**src/rtl/eep_pkg.sv**
```systemverilog
package eep_pkg;

  // Classification of one host line-write event
  typedef enum logic [2:0] {
    EV_NONE,   // no event this cycle
    EV_START,  // SCL high throughout, SDA fell
    EV_STOP,   // SCL high throughout, SDA rose
    EV_IDLE,   // no transfer active: event ignored
    EV_ACK,    // SCL rise while an acknowledge is pending
    EV_BIT,    // SCL rise with stable SDA: accepted bit
    EV_SKEW,   // SCL rise with SDA changing: bit dropped
    EV_HOLD    // any other edge or level write
  } ev_kind_t;

endpackage

```
**src/rtl/eep_line_decode.sv**
```systemverilog
module eep_line_decode
  import eep_pkg::*;
(
  input  logic     ev_valid,
  input  logic     scl_i,
  input  logic     sda_i,
  input  logic     scl_q,
  input  logic     sda_q,
  input  logic     tick_zero,
  input  logic     ack_pend,
  output ev_kind_t kind
);

  logic scl_high_held;
  logic scl_rise;

  assign scl_high_held = scl_q && scl_i;
  assign scl_rise      = !scl_q && scl_i;

  always_comb begin
    kind = EV_NONE;
    if (ev_valid) begin
      if (scl_high_held && (sda_q != sda_i)) begin
        kind = sda_i ? EV_STOP : EV_START;
      end else if (tick_zero && !ack_pend) begin
        kind = EV_IDLE;
      end else if (scl_rise) begin
        if (ack_pend)              kind = EV_ACK;
        else if (sda_q == sda_i)   kind = EV_BIT;
        else                       kind = EV_SKEW;
      end else begin
        kind = EV_HOLD;
      end
    end
  end

endmodule

```
**src/rtl/eep_seq.sv**
```systemverilog
module eep_seq
  import eep_pkg::*;
#(
  parameter int CMD_W  = 8,
  parameter int ADDR_W = 8,
  parameter int DATA_W = 8,
  parameter int TICK_W = 5
) (
  input  logic              clk,
  input  logic              rst,
  input  ev_kind_t          kind,
  input  logic              sda_i,
  input  logic [DATA_W-1:0] rd_data,
  output logic              rd_en,
  output logic [ADDR_W-1:0] addr_q,
  output logic [TICK_W-1:0] tick_q,
  output logic [CMD_W-1:0]  cmd_q,
  output logic              ack_q,
  output logic              data_msb,
  output logic              ovr_en,
  output logic              ovr_val,
  output logic              busy_n
);

  localparam int CMD_END  = CMD_W + 1;
  localparam int ADDR_END = CMD_END + ADDR_W;
  localparam logic [TICK_W-1:0] T_ONE  = TICK_W'(1);
  localparam logic [TICK_W-1:0] T_CMD  = TICK_W'(CMD_END);
  localparam logic [TICK_W-1:0] T_ADDR = TICK_W'(ADDR_END);

  logic [DATA_W-1:0] data_q, data_n;
  logic [TICK_W-1:0] tick_n;
  logic [CMD_W-1:0]  cmd_n;
  logic [ADDR_W-1:0] addr_n;
  logic              ack_n;
  logic              fetch_q, fetch_n;
  logic              load_q;

  always_comb begin
    tick_n  = tick_q;
    cmd_n   = cmd_q;
    addr_n  = addr_q;
    data_n  = data_q;
    ack_n   = ack_q;
    fetch_n = 1'b0;
    ovr_en  = 1'b0;
    ovr_val = 1'b0;
    if (load_q) data_n = rd_data;
    unique case (kind)
      EV_START: begin
        tick_n = T_ONE;
        cmd_n  = '0;
      end
      EV_ACK: begin
        ovr_en = 1'b1;
        ack_n  = 1'b0;
      end
      EV_BIT: begin
        if (tick_q < T_CMD) begin
          cmd_n  = {cmd_q[CMD_W-2:0], sda_i};
          tick_n = tick_q + T_ONE;
          if (tick_n == T_CMD) ack_n = 1'b1;
        end else if (tick_q < T_ADDR) begin
          if (cmd_q[0]) begin
            ovr_en  = 1'b1;
            ovr_val = data_q[DATA_W-1];
          end
          addr_n = {addr_q[ADDR_W-2:0], sda_i};
          data_n = data_q << 1;
          tick_n = tick_q + T_ONE;
          if (tick_n == T_ADDR) begin
            fetch_n = 1'b1;
            ack_n   = 1'b1;
            tick_n  = '0;
          end
        end else begin
          ovr_en = 1'b1;
        end
      end
      default: ;
    endcase
  end

  always_ff @(posedge clk) begin
    if (rst) begin
      tick_q  <= '0;
      cmd_q   <= '0;
      addr_q  <= '0;
      data_q  <= '0;
      ack_q   <= 1'b0;
      fetch_q <= 1'b0;
      load_q  <= 1'b0;
    end else begin
      tick_q  <= tick_n;
      cmd_q   <= cmd_n;
      addr_q  <= addr_n;
      data_q  <= data_n;
      ack_q   <= ack_n;
      fetch_q <= fetch_n;
      load_q  <= fetch_q;
    end
  end

  assign rd_en    = fetch_q;
  assign data_msb = data_q[DATA_W-1];
  assign busy_n   = (tick_n != '0) || ack_n || fetch_n || fetch_q;

endmodule

```
**src/rtl/eep_store.sv**
```systemverilog
module eep_store #(
  parameter int ADDR_W = 8,
  parameter int DATA_W = 8
) (
  input  logic              clk,
  input  logic              we,
  input  logic [ADDR_W-1:0] waddr,
  input  logic [DATA_W-1:0] wdata,
  input  logic              re,
  input  logic [ADDR_W-1:0] raddr,
  output logic [DATA_W-1:0] rdata
);

  localparam int DEPTH = 1 << ADDR_W;

  logic [DATA_W-1:0] cells [DEPTH];

  always_ff @(posedge clk) begin
    if (we) cells[waddr] <= wdata;
  end

  always_ff @(posedge clk) begin
    if (re) rdata <= cells[raddr];
  end

endmodule

```
**src/rtl/twowire_eeprom_slave.sv**
```systemverilog
module twowire_eeprom_slave
  import eep_pkg::*;
#(
  parameter int CMD_W  = 8,
  parameter int ADDR_W = 8,
  parameter int DATA_W = 8
) (
  input  logic              clk,
  input  logic              rst,
  input  logic              ev_valid,
  input  logic              ev_scl,
  input  logic              ev_sda,
  input  logic              pre_we,
  input  logic [ADDR_W-1:0] pre_addr,
  input  logic [DATA_W-1:0] pre_data,
  output logic              sda_o,
  output logic              busy
);

  localparam int TICK_W = $clog2(CMD_W + ADDR_W + 2);

  logic              scl_q;
  logic              sda_q;
  logic              busy_q;
  ev_kind_t          kind;
  logic [TICK_W-1:0] tick_w;
  logic [CMD_W-1:0]  cmd_w;
  logic              ack_w;
  logic              data_msb_w;
  logic              ovr_en;
  logic              ovr_val;
  logic              busy_n;
  logic              rd_en;
  logic [ADDR_W-1:0] rd_addr;
  logic [DATA_W-1:0] rd_data;

  eep_line_decode u_decode (
    .ev_valid  (ev_valid),
    .scl_i     (ev_scl),
    .sda_i     (ev_sda),
    .scl_q     (scl_q),
    .sda_q     (sda_q),
    .tick_zero (tick_w == '0),
    .ack_pend  (ack_w),
    .kind      (kind)
  );

  eep_seq #(
    .CMD_W  (CMD_W),
    .ADDR_W (ADDR_W),
    .DATA_W (DATA_W),
    .TICK_W (TICK_W)
  ) u_seq (
    .clk      (clk),
    .rst      (rst),
    .kind     (kind),
    .sda_i    (ev_sda),
    .rd_data  (rd_data),
    .rd_en    (rd_en),
    .addr_q   (rd_addr),
    .tick_q   (tick_w),
    .cmd_q    (cmd_w),
    .ack_q    (ack_w),
    .data_msb (data_msb_w),
    .ovr_en   (ovr_en),
    .ovr_val  (ovr_val),
    .busy_n   (busy_n)
  );

  eep_store #(
    .ADDR_W (ADDR_W),
    .DATA_W (DATA_W)
  ) u_store (
    .clk   (clk),
    .we    (pre_we),
    .waddr (pre_addr),
    .wdata (pre_data),
    .re    (rd_en),
    .raddr (rd_addr),
    .rdata (rd_data)
  );

  // Latched line: slave overrides SDA on acknowledge and read bits
  always_ff @(posedge clk) begin
    if (rst) begin
      scl_q  <= 1'b1;
      sda_q  <= 1'b1;
      busy_q <= 1'b0;
    end else begin
      busy_q <= busy_n;
      if (ev_valid) begin
        scl_q <= ev_scl;
        sda_q <= ovr_en ? ovr_val : ev_sda;
      end
    end
  end

  assign sda_o = sda_q;
  assign busy  = busy_q;

endmodule

```
**config.mk**
```make
export PLATFORM = sky130hd
export DESIGN_NAME = twowire_eeprom_slave
export DESIGN_NICKNAME = d
export VERILOG_FILES = /design/src/rtl/eep_pkg.sv /design/src/rtl/eep_line_decode.sv /design/src/rtl/eep_seq.sv /design/src/rtl/eep_store.sv /design/src/rtl/twowire_eeprom_slave.sv
export SDC_FILE = /design/constraint.sdc
export NUM_CORES = 2
export LEC_CHECK = 0
export ABC_AREA = 1
export BUFFER_PORTS_ARGS = -buffer_cell sky130_fd_sc_hd__buf_2
export CAP_MARGIN = 10
export CORE_UTILIZATION = 40
export DETAILED_ROUTE_END_ITERATION = 16
export PLACE_DENSITY = 0.57
export SKIP_LAST_GASP = 1
export SLEW_MARGIN = 25
export SYNTH_ARGS = -nofsm -noshare
export SYNTH_HDL_FRONTEND = slang
export SYNTH_SLANG_ARGS = --single-unit
```
**constraint.sdc**
```tcl
create_clock -name clk -period 3.28 [get_ports clk]
set_input_delay 0.656 -clock clk [delete_from_list [all_inputs] [get_ports clk]]
set_output_delay 0.656 -clock clk [all_outputs]
set_load 0.01 [all_outputs]
```
==> results.md <==
* Synth Register Bits at 2084
* MaxCap Viol Count at 0
* Filler instances at 18847
* Detailed Place HPWL at 141 mm
* Final Hold Fails at 0
* Area grow syn2layout at 14.3%
* Vias in the first global route at 54300
* Internal cell power at 42500 uW
* Slew @ Worst Pin at 1000 ps
* Largest net degree at the start of global routing at 118
* Number of clock sinks at 2084
* Static Leak at 0.0338 uW
* Distinct cell type count after synthesis at 28
* Post-CTS resize count at 0
* Register area share after synthesis at 73.4%
* P per Cell Area at 552 nW/um2
* CTS max path bufs at 3
* Synthesized area at 84800 um2
* ANT nets after route at 0
* Initial Util at 40.4%
* Sw Ratio at 20.6%
* Die W at 463 um
* Num CTS Buffers at 213
* Synth warnings at 0
* TritonRoute pass-1 iters at 6
* Post-synthesis cell type with the largest combined area: edfxtp_1
* Psw at 11000 uW
* Clk_skew at 39.0 ps
* Fmax at 314 MHz
* Clk_lat worst skew at 860 ps
* DRC viols at 0
* Post-place setup slack at 189 ps
* CP max FO at 98
* Antenna violations before repair at 14
* RePlAce Congestion at 0.869
* CTS tree: yes
* Crit path arrival time at 3790 ps
* Final Cell Area at 97000 um2
* Top Ports at 24
* Post-Syn Nets at 7240
* Setup CP Type: flip-flop to flip-flop
* H-tree levels at 4
* Clock power frac at 43.6%
* Ys async rst share at 0%
* Number of synthesized flops with an enable pin at 2056
* Cell Rows at 168
* Unrepaired setup endpoints after global routing: false
* Setup_tns at 0 ps
* Max-slew violations at 0
* Syn Area/Cell at 11.8 um2
* Via/cell ratio at 5.48
* Final worst-path cycle share at 97.2%
* Min-delay worst type: input pin to flip-flop
* Outcome: finished clean
* VDD IR max at 0.485 mV
* Comb pwr share at 1.6%
* Post-synth top area share at 72.8%
* CP endpoint kind: flip-flop
* Net total in the final layout at 7436
* Fraction of layout cells with a size suffix above 1 at 10.3%
* Hold Buf Count CTS at 0
* IO buf count at 23
* Critical Path Start Type: flip-flop
* Top cells by area, synth: edfxtp_1 (73%), nand3_1 (12%), nand2_1 (9.6%), buf_2 (1.8%), nor2_1 (1.3%)
* Via count at 57062
* Setup bufs post-CTS at 0
* Routed len/inst at 23.4 um
* Slew margin rel. at 33.3%
* Area post-placement at 90300 um2
* Placeable Area at 210000 um2
* Global Route Usage Sum at 22.2%
* Die ar. at 214000 um2
* Final wirelength at 243 mm
* First-pass GRT wire length at 359 mm
* Die H at 463 um
* Clk root buf: clkbuf_16
* Ys flop type: edfxtp_1
* Worst-path clk slew at 70 ps
* Final setup violation count at 0
* Crit path time final at 3190 ps
* Required @ worst endpoint at 3880 ps
* Post-Syn Instances at 7216
* GRT overflow at 0
* Final worst setup slack at 91.0 ps
* DR iter-0 viols at 6872
* Sequential Power Share at 54.8%
-- cells in the mapped netlist (3+ instances only) --
| master | number |
|---|---|
| buf_1 | 32 |
| dfxtp_1 | 28 |
| a21oi_1 | 19 |
| inv_1 | 64 |
| nor3_1 | 3 |
| nor2_1 | 305 |
| buf_2 | 312 |
| clkbuf_1 | 106 |
| nand3_1 | 2030 |
| edfxtp_1 | 2056 |
| buf_6 | 7 |
| nand2_1 | 2168 |
| nand4_1 | 5 |
| o21ai_0 | 29 |
| buf_4 | 33 |
-- final timing paths --
path                   start                to  slack (ps)  cells after the start
max          u_seq.addr_q[0]  u_store.rdata[7]          90                     12
min                      rst       u_seq.ack_q         150                      2
max reg2reg  u_seq.addr_q[0]  u_store.rdata[7]          90                     12
min reg2reg  u_seq.data_q[6]   u_seq.data_q[7]         450                      2
-- cells by family (layout without fill, tap and decap cells) --
family                   Yosys count  in the layout  synth area share (%)
buffers and inverters            558            933                  3.15
AND/OR/NAND/NOR                 4515           4515                  23.0
AO/OA/AOI/OAI                     55             55                 0.338
XOR/XNOR                           1              1                0.0103
other                              0              8                     0
multiplexers                       1              1                0.0133
flip-flops                      2084           2084                  73.4
adder cells (fa/ha/maj)            2              2                0.0295
-- power groups by stage --
| stage | logic, uW | registers, uW | clock network, uW |
|---|---|---|---|
| floorplan | 123 | 29900 | 0 |
| global placement | 853 | 29900 | 0 |
| detailed placement | 867 | 29900 | 0 |
| CTS | 869 | 29300 | 23700 |
| global route | 912 | 29300 | 24700 |
| finish | 864 | 29300 | 23300 |
-- flip-flops by register name, summed over array words and instances, names as in the netlist --
| signal | count |
|---|---|
| busy | 1 |
| scl_q | 1 |
| sda_o | 1 |
| u_seq.ack_q | 1 |
| u_seq.addr_q | 8 |
| u_seq.cmd_q | 1 |
| u_seq.data_q | 8 |
| u_seq.load_q | 1 |
| u_seq.rd_en | 1 |
| u_seq.tick_q | 5 |
| u_store.cells | 2048 |
| u_store.rdata | 8 |
-- per-stage QoR --
step                hold slack (ps)  power (uW)  utilization [%]  std cells
floorplan                       424       30000                -       7216
finish                          153       53500             46.1      10404
global placement                434       30700             43.0      10002
CTS                            88.2       53800             46.1      10396
detailed placement              442       30700             43.0      10002
global route                    119       54900             46.1      10399
-- routing by layer --
layer	track usage, %	up-vias	share of wire (%)
li1	-	25973	-
met1	31.7	28385	43
met2	34.8	2364	46
met3	3.91	340	8.1
met4	6.39	0	2.6
met5	0	-	0
-- worst max-delay path: stages, from the launching register on --
cell       delay, ps
dfxtp_4          530
clkinv_16        390
buf_12           380
nand2_1          100
nand3_1           80
nand3_1          130
nand3_1          130
nand3_1          170
nand3_1          230
nand3_1          350
nand2_1          140
nand2_1          120
nand2_1           60
-- cells in the final DEF, fill, tap and decap left out, types with 4 or more instances in the layout --
cell type  netlist  layout
clkbuf_16        0     216
buf_12           0      61
dfxtp_1         28      22
nand2_2          0      10
a21oi_1         19      19
buf_2          312      15
buf_8            0       8
edfxtp_1      2056    2056
clkbuf_1       106      51
nand3_1       2030    2030
o21ai_0         29      29
bufinv_16        0      12
nor2_1         305     305
nand2_1       2168    2158
inv_6            0       5
buf_4           33     387
nand4_1          5       5
clkinv_2         0      42
clkinv_1         2      58
inv_1           64      62
diode_2          0       8
clkinv_16        0       5
dfxtp_4          0       4
-- final cells by class --
cell class	count	area, um2	share of cell area [%]
diodes	8	20.0	0.0206
clock buffers	268	5610	5.78
clock inverters	126	1020	1.06
inverters	68	308	0.317
multi-input cells	4574	19900	20.5
flip-flops and latches	2084	62300	64.3
well taps	2805	3510	3.62
repair buffers	471	4320	4.46
(Power assumes the default switching activity.)
